**config.mk**
```make
export PLATFORM = sky130hd
export DESIGN_NAME = cmd_packet_decoder
export DESIGN_NICKNAME = d
export VERILOG_FILES = /design/src/rtl/cpd_pkg.sv /design/src/rtl/cpd_framer.sv /design/src/rtl/cpd_regfile.sv /design/src/rtl/cmd_packet_decoder.sv
export SDC_FILE = /design/constraint.sdc
export NUM_CORES = 1
export LEC_CHECK = 0
export BUFFER_PORTS_ARGS = -buffer_cell sky130_fd_sc_hd__buf_2
export CORE_UTILIZATION = 45
export CTS_CLUSTER_DIAMETER = 120
export DETAILED_ROUTE_END_ITERATION = 8
export PLACE_DENSITY = 0.66
export SLEW_MARGIN = 20
export SYNTH_ARGS = -nofsm -noshare
export SYNTH_HDL_FRONTEND = slang
export SYNTH_SLANG_ARGS = --single-unit
```
**constraint.sdc**
```tcl
create_clock -name clk -period 2.6 [get_ports clk]
set_input_delay 0.65 -clock clk [delete_from_list [all_inputs] [get_ports clk]]
set_output_delay 0.65 -clock clk [all_outputs]
set_load 0.03 [all_outputs]
```
**src/rtl/cpd_pkg.sv**
```systemverilog
package cpd_pkg;
    localparam int WORD_W = 16;

    localparam logic [15:0] SA_FWID   = 16'd0;
    localparam logic [15:0] SA_MODE   = 16'd1;
    localparam logic [15:0] SA_DELAY  = 16'd2;
    localparam logic [15:0] SA_PERIOD = 16'd5;
    localparam logic [15:0] SA_LED    = 16'd6;
    localparam logic [15:0] SA_OSEL   = 16'd7;
    localparam logic [15:0] SA_MASK   = 16'd8;
    localparam logic [15:0] SA_ACTION = 16'd10;
    localparam logic [15:0] SA_ATTN   = 16'd12;
    localparam logic [15:0] SA_SERIAL = 16'd13;

    typedef enum logic [2:0] {K_REG, K_DSTK, K_SSTK, K_GEN, K_BAD} kind_e;
    typedef enum logic [2:0] {S_HDR, S_ARG, S_DATA, S_HIGH, S_STREAM, S_DRAIN, S_REPLY} fstate_e;

    typedef struct packed {
        logic        wr;
        logic        rd;
        logic [15:0] sub;
        logic [23:0] data;
    } reg_req_t;

    typedef struct packed {
        logic [15:0] mode;
        logic [15:0] delays;
        logic [15:0] period;
        logic [15:0] led;
        logic [15:0] osel;
        logic [23:0] mask;
        logic [15:0] action;
    } cfg_t;

    function automatic kind_e decode_kind(input logic [15:0] w);
        logic [15:0] base;
        base = w & ~16'h0004;
        case (base)
            16'd1:   return K_REG;
            16'd2:   return K_DSTK;
            16'd3:   return K_SSTK;
            16'd8:   return K_GEN;
            default: return K_BAD;
        endcase
    endfunction

    function automatic logic [1:0] tgt_code(input kind_e k);
        case (k)
            K_SSTK:  return 2'd1;
            K_GEN:   return 2'd2;
            default: return 2'd0;
        endcase
    endfunction

    function automatic logic is_wide(input logic [15:0] sub);
        return (sub == SA_MASK) || (sub == SA_ATTN);
    endfunction
endpackage

```
**src/rtl/cpd_framer.sv**
```systemverilog
module cpd_framer
    import cpd_pkg::*;
#(
    parameter int IDX_W = 16
) (
    input  logic             clk,
    input  logic             rst,
    input  logic             in_valid,
    input  logic [15:0]      in_data,
    output logic             in_ready,
    output reg_req_t         req,
    output logic             rd_hi,
    output logic             stk_we,
    output logic [1:0]       stk_tgt,
    output logic [IDX_W-1:0] stk_idx,
    output logic [15:0]      stk_data
);
    fstate_e          st;
    kind_e            kind;
    logic             req_f;
    logic [15:0]      sub;
    logic [15:0]      cnt;
    logic [15:0]      lo_pend;
    logic [IDX_W-1:0] idx;
    logic             acc;

    always_comb begin
        in_ready = (st != S_REPLY);
        acc      = in_valid && in_ready;
        rd_hi    = (st == S_REPLY);
        req.rd   = acc && (st == S_ARG) && (kind == K_REG) && req_f;
        req.wr   = acc && (((st == S_DATA) && (sub != SA_MASK)) || (st == S_HIGH));
        req.sub  = (st == S_ARG) ? in_data : sub;
        req.data = (st == S_HIGH) ? {in_data[7:0], lo_pend} : {8'h00, in_data};
    end

    always_ff @(posedge clk) begin
        if (rst) begin
            st       <= S_HDR;
            kind     <= K_BAD;
            req_f    <= 1'b0;
            sub      <= '0;
            cnt      <= '0;
            lo_pend  <= '0;
            idx      <= '0;
            stk_we   <= 1'b0;
            stk_tgt  <= '0;
            stk_idx  <= '0;
            stk_data <= '0;
        end else begin
            stk_we <= 1'b0;
            case (st)
                S_HDR: if (acc) begin
                    kind  <= decode_kind(in_data);
                    req_f <= in_data[2];
                    st    <= S_ARG;
                end
                S_ARG: if (acc) begin
                    if (kind == K_REG) begin
                        if (req_f) st <= is_wide(in_data) ? S_REPLY : S_HDR;
                        else begin
                            sub <= in_data;
                            st  <= S_DATA;
                        end
                    end else begin
                        cnt <= in_data;
                        idx <= '0;
                        if (in_data == 16'd0)              st <= S_HDR;
                        else if (req_f || kind == K_BAD)   st <= S_DRAIN;
                        else                               st <= S_STREAM;
                    end
                end
                S_DATA: if (acc) begin
                    if (sub == SA_MASK) begin
                        lo_pend <= in_data;
                        st      <= S_HIGH;
                    end else st <= S_HDR;
                end
                S_HIGH: if (acc) st <= S_HDR;
                S_STREAM: if (acc) begin
                    stk_we   <= 1'b1;
                    stk_data <= in_data;
                    stk_idx  <= idx;
                    stk_tgt  <= tgt_code(kind);
                    idx      <= idx + 1'b1;
                    cnt      <= cnt - 16'd1;
                    if (cnt == 16'd1) st <= S_HDR;
                end
                S_DRAIN: if (acc) begin
                    cnt <= cnt - 16'd1;
                    if (cnt == 16'd1) st <= S_HDR;
                end
                default: st <= S_HDR;
            endcase
        end
    end
endmodule

```
**src/rtl/cpd_regfile.sv**
```systemverilog
module cpd_regfile
    import cpd_pkg::*;
#(
    parameter logic [15:0]          FW_ID     = 16'h3A17,
    parameter int                   SERIAL_W  = 11,
    parameter logic [SERIAL_W-1:0]  SERIAL_NO = 11'h2C5
) (
    input  logic        clk,
    input  logic        rst,
    input  reg_req_t    req,
    input  logic        rd_hi,
    input  logic [23:0] attn_i,
    output cfg_t        cfg,
    output logic        out_valid,
    output logic [15:0] out_data
);
    localparam int PAD_W = WORD_W - SERIAL_W;

    logic [15:0] rd_lo, rd_hw, hi_hold;

    always_comb begin
        rd_hw = 16'h0000;
        case (req.sub)
            SA_FWID:   rd_lo = FW_ID;
            SA_MODE:   rd_lo = cfg.mode;
            SA_DELAY:  rd_lo = cfg.delays;
            SA_PERIOD: rd_lo = cfg.period;
            SA_LED:    rd_lo = cfg.led;
            SA_OSEL:   rd_lo = cfg.osel;
            SA_MASK: begin
                rd_lo = cfg.mask[15:0];
                rd_hw = {8'h00, cfg.mask[23:16]};
            end
            SA_ACTION: rd_lo = cfg.action;
            SA_ATTN: begin
                rd_lo = attn_i[15:0];
                rd_hw = {8'h00, attn_i[23:16]};
            end
            SA_SERIAL: rd_lo = {{PAD_W{1'b0}}, SERIAL_NO};
            default:   rd_lo = 16'h0000;
        endcase
    end

    always_ff @(posedge clk) begin
        if (rst) begin
            cfg       <= '0;
            out_valid <= 1'b0;
            out_data  <= '0;
            hi_hold   <= '0;
        end else begin
            out_valid <= 1'b0;
            if (req.wr) begin
                case (req.sub)
                    SA_MODE:   cfg.mode   <= req.data[15:0];
                    SA_DELAY:  cfg.delays <= req.data[15:0];
                    SA_PERIOD: cfg.period <= req.data[15:0];
                    SA_LED:    cfg.led    <= req.data[15:0];
                    SA_OSEL:   cfg.osel   <= req.data[15:0];
                    SA_MASK:   cfg.mask   <= req.data;
                    SA_ACTION: cfg.action <= req.data[15:0];
                    default: ;
                endcase
            end
            if (req.rd) begin
                out_valid <= 1'b1;
                out_data  <= rd_lo;
                hi_hold   <= rd_hw;
            end else if (rd_hi) begin
                out_valid <= 1'b1;
                out_data  <= hi_hold;
            end
        end
    end
endmodule

```
**src/rtl/cmd_packet_decoder.sv**
```systemverilog
module cmd_packet_decoder
    import cpd_pkg::*;
#(
    parameter int                   IDX_W     = 16,
    parameter logic [15:0]          FW_ID     = 16'h3A17,
    parameter int                   SERIAL_W  = 11,
    parameter logic [SERIAL_W-1:0]  SERIAL_NO = 11'h2C5
) (
    input  logic             clk,
    input  logic             rst,
    input  logic             in_valid,
    input  logic [15:0]      in_data,
    output logic             in_ready,
    output logic             out_valid,
    output logic [15:0]      out_data,
    output logic             stk_we,
    output logic [1:0]       stk_tgt,
    output logic [IDX_W-1:0] stk_idx,
    output logic [15:0]      stk_data,
    input  logic [23:0]      attn_status,
    output logic [15:0]      mode_o,
    output logic [15:0]      delays_o,
    output logic [15:0]      scaler_period_o,
    output logic [15:0]      led_sel_o,
    output logic [15:0]      out_sel_o,
    output logic [23:0]      trig_mask_o,
    output logic [15:0]      action_o,
    output logic             acq_en_o,
    output logic             scaler_en_o,
    output logic             ext_trig_o,
    output logic [7:0]       trig_delay_o,
    output logic [7:0]       attn_timeout_o
);
    reg_req_t req;
    logic     rd_hi;
    cfg_t     cfg;

    cpd_framer #(.IDX_W(IDX_W)) framer_i (
        .clk(clk), .rst(rst), .in_valid(in_valid), .in_data(in_data),
        .in_ready(in_ready), .req(req), .rd_hi(rd_hi), .stk_we(stk_we),
        .stk_tgt(stk_tgt), .stk_idx(stk_idx), .stk_data(stk_data)
    );

    cpd_regfile #(.FW_ID(FW_ID), .SERIAL_W(SERIAL_W), .SERIAL_NO(SERIAL_NO)) regs_i (
        .clk(clk), .rst(rst), .req(req), .rd_hi(rd_hi), .attn_i(attn_status),
        .cfg(cfg), .out_valid(out_valid), .out_data(out_data)
    );

    always_comb begin
        mode_o          = cfg.mode;
        delays_o        = cfg.delays;
        scaler_period_o = cfg.period;
        led_sel_o       = cfg.led;
        out_sel_o       = cfg.osel;
        trig_mask_o     = cfg.mask;
        action_o        = cfg.action;
        acq_en_o        = cfg.action[0];
        scaler_en_o     = |cfg.period;
        ext_trig_o      = ~|cfg.mask;
        trig_delay_o    = cfg.delays[7:0];
        attn_timeout_o  = cfg.delays[15:8];
    end
endmodule

```
==> results.toml <==
[run]
max_cap_viol_count = 0

[sta]
fin_crit_ps = 2460
period_share_pct = 94.5
hold_violations = 0
relSlewSlack_pct = 46.4
max_freq_mhz = 407
setup_viol = 0
hold_ws_ps = 429
rsz0062_at_grt = "false"
finClkSkew_ps = 15.9
slew_violations = 0
max_slew.worst_pin.slew_ps = 798

[critical_path]
crit_arrival_ps = 1810
end_kind = "output pin"
path_class = "reg -> out"
cp-start-kind = "flip-flop"
required_ps = 1950
reg2reg_from = "framer_i.st[1]$_SDFFE_PP0P_"
critPathMaxFanout = 4
crit_path_start = "regs_i.cfg[28]$_SDFFE_PP0P_"

[outcome]
outcome = "finished, final reports clean"

[min_path]
hold_start = "in_data[15]"
hp-class = "in -> reg"

[global_routing]
grt_usage_pct = 30.0
grt_start_max_net_pins = 77
grt_overflow = 0
first_global_vias = 10388
grt_pass1_wl_mm = 61.0
antenna_found_initial = 0

[cts]
cts_buffer_depth = 3
htreeDepth = 1
clkTransAtPathRegs_ps = 60
clk_latency_ps = 540
cts_tree = "done"
cts.sinks = 251
cts_made_buffers = 27
cts_root_buf = "clkbuf_16"

[logic_synthesis]
yosysSeqAreaShare_pct = 43.8
yosysTopAreaCell = "dfxtp_1"
synth_commonest_cells = "251 x dfxtp_1, 220 x nand2_1, 167 x nor2_1"
ys_warn_count = 0
synth_most_common_cell = "dfxtp_1"
yosys-top-cells-area = "dfxtp_1 44%, nand2_1 7.2%, a21oi_1 6.0%"
synthArstFlopShare_pct = 0
synth_area_um2 = 11500
synth_edf_count = 0
synth_nets = 1446
ys_types = 68
synth_top_area_share_pct = 43.8
synth_ff_type = "dfxtp_1"
synthCells = 1400
syn_avg_cell_area_um2 = 8.20
ys_seq_elements = 251

[route]
wl_per_cell_um = 20.0
routed_wl_mm = 40.2
vias = 11467
met1Wirelength_mm = 17.2
top_layer = "met4"
drc_errors = 0
wl_met2_mm = 18.0
drtIter0Drc = 913
wl_met3_mm = 2.89
first_pass_iters = 5
viasPerCell = 5.70
final_antenna_net_count = 0

[power_and_ir_drop]
leakagePower_nw = 5.68
vdd_ir_drop_max_mv = 0.470
power_density_nw_per_um2 = 604

[floorplan]
die_area_um2 = 26200
initial_core_util_pct = 45.7
fp-row-count = 58
die_w_um = 162
boundaryPins = 235
dieHeight_um = 162
core_um2 = 25100

[placement]
routabilityCongestion = 0.937
numPortBuffers = 234
dpl.hpwl_mm = 29.7

[finish]
area_growth_pct = 26.9
layout-drive-gt1-share_pct = 26.4
fillCellCount = 2334
final_util_pct = 58.0
final-seq-area_um2 = 5020
nets = 1707
antennaDiodeCount = 0
multi_input_area_um2 = 5890
[placed cells by master, fill, tap and decap left out, types with 4 or more instances in the layout]
cell type and count:
and2_1 5, buf_4 108, a31oi_1 5, and3_1 5, o211ai_1 8, nand3_1 26, o21ai_0 36, xnor2_1 9
dfxtp_1 251, a22oi_1 25, nor3_1 34, nand2b_1 25, xor2_1 4, nor2_2 5, a311oi_2 4, nor2_1 167
nor4_1 13, a221oi_1 8, or3_1 26, a21oi_1 137, nor2b_1 11, buf_2 233, nand4_1 11, a211oi_1 90
clkinv_2 7, clkbuf_16 27, nor4_2 5, a22o_1 17, nand2_1 220, bufinv_16 5, mux2i_1 56, o32ai_1 4
clkbuf_8 7, buf_12 13, inv_1 8, o22ai_1 8
[flip-flops by register name, summed over array words and instances, names as in the netlist]
signal             cells
regs_i.out_data       16
regs_i.cfg           120
framer_i.idx          16
framer_i.stk_tgt       2
regs_i.hi_hold         8
framer_i.stk_idx      16
framer_i.sub          16
framer_i.req_f         1
framer_i.stk_we        1
framer_i.st            3
framer_i.kind          3
framer_i.lo_pend      16
framer_i.cnt          16
framer_i.stk_data     16
regs_i.out_valid       1
[cell families (layout without fill, tap and decap cells)]
kind of cell	count (synthesis)	after routing	share of synthesized area, %
adder cells (fa/ha/maj)	3	3	0.327
XOR/XNOR	13	13	0.992
buffers and inverters	131	411	5.44
multiplexers	60	60	5.32
AND/OR/NAND/NOR	573	573	22.8
AO/OA/AOI/OAI	369	369	21.4
flip-flops	251	251	43.8
[critical path, stage by stage, from the launching register on]
cell and delay, ps:
dfxtp_1 380, nor4_2 430, nand4_1 150, nor2_1 120, buf_2 200
[path summary, 6_finish.rpt]
kind                            slack, ps                            endpoint  cells past startpoint
worst max-delay path                  140                          ext_trig_o                      4
worst min-delay path                  430  framer_i.stk_data[15]$_SDFFE_PP0P_                      3
worst max register to register        160    regs_i.out_data[14]$_SDFFE_PP0P_                      7
worst min register to register        450    framer_i.lo_pend[4]$_SDFFE_PP0P_                      2
[power breakdown]
part	internal (mW)	switching, mW	leakage, nW	total, mW
combinational	0.258	0.470	3.18	0.727
sequential	3.88	0.0313	2.02	3.91
clock	2.58	1.59	0.482	4.17
total	6.72	2.09	5.68	8.81
[layout make-up]
| cell class | instances | area share (%) |
|---|---|---|
| Multi-Input combinational cell | 1018 | 40.4 |
| Sequential cell | 251 | 34.5 |
| Timing Repair Buffer | 355 | 15.4 |
| Clock buffer | 35 | 5.32 |
| Tap cell | 330 | 2.83 |
| Clock inverter | 13 | 1.32 |
| Inverter | 8 | 0.206 |
[per-layer routing]
| metal | GRT usage, % | vias to the layer above |
|---|---|---|
| met4 | 14.2 | 0 |
| li1 | - | 5481 |
| met1 | 39.5 | 5373 |
| met5 | 0 | - |
| met2 | 47.9 | 499 |
| met3 | 5.18 | 114 |
[metrics by stage]
step / cells / total power [mW] / setup TNS [ps] / setup WS, ps / area, um2
6_report: 2010 / 8.81 / 0 / 144 / 14600
3_5_place_dp: 1962 / 4.70 / -3200 / -154 / 13600
3_3_place_gp: 1962 / 4.70 / -2020 / -152 / 13600
5_1_grt: 2010 / 9.07 / 0 / 68.0 / 14600
2_1_floorplan: 1400 / 4.40 / 0 / 51.9 / 11500
4_1_cts: 2010 / 8.83 / 0 / 9.98 / 14500
[what timing repair did]
action                                 in CTS  in global routing
hold buffers                                0                  0
endpoints found under the hold margin       0                  0
setup endpoints to repair                   6                  7
setup buffers                               0                  0
pin swaps                                   0                  0
gates resized for setup                     2                  3
(Power assumes the default switching activity.)
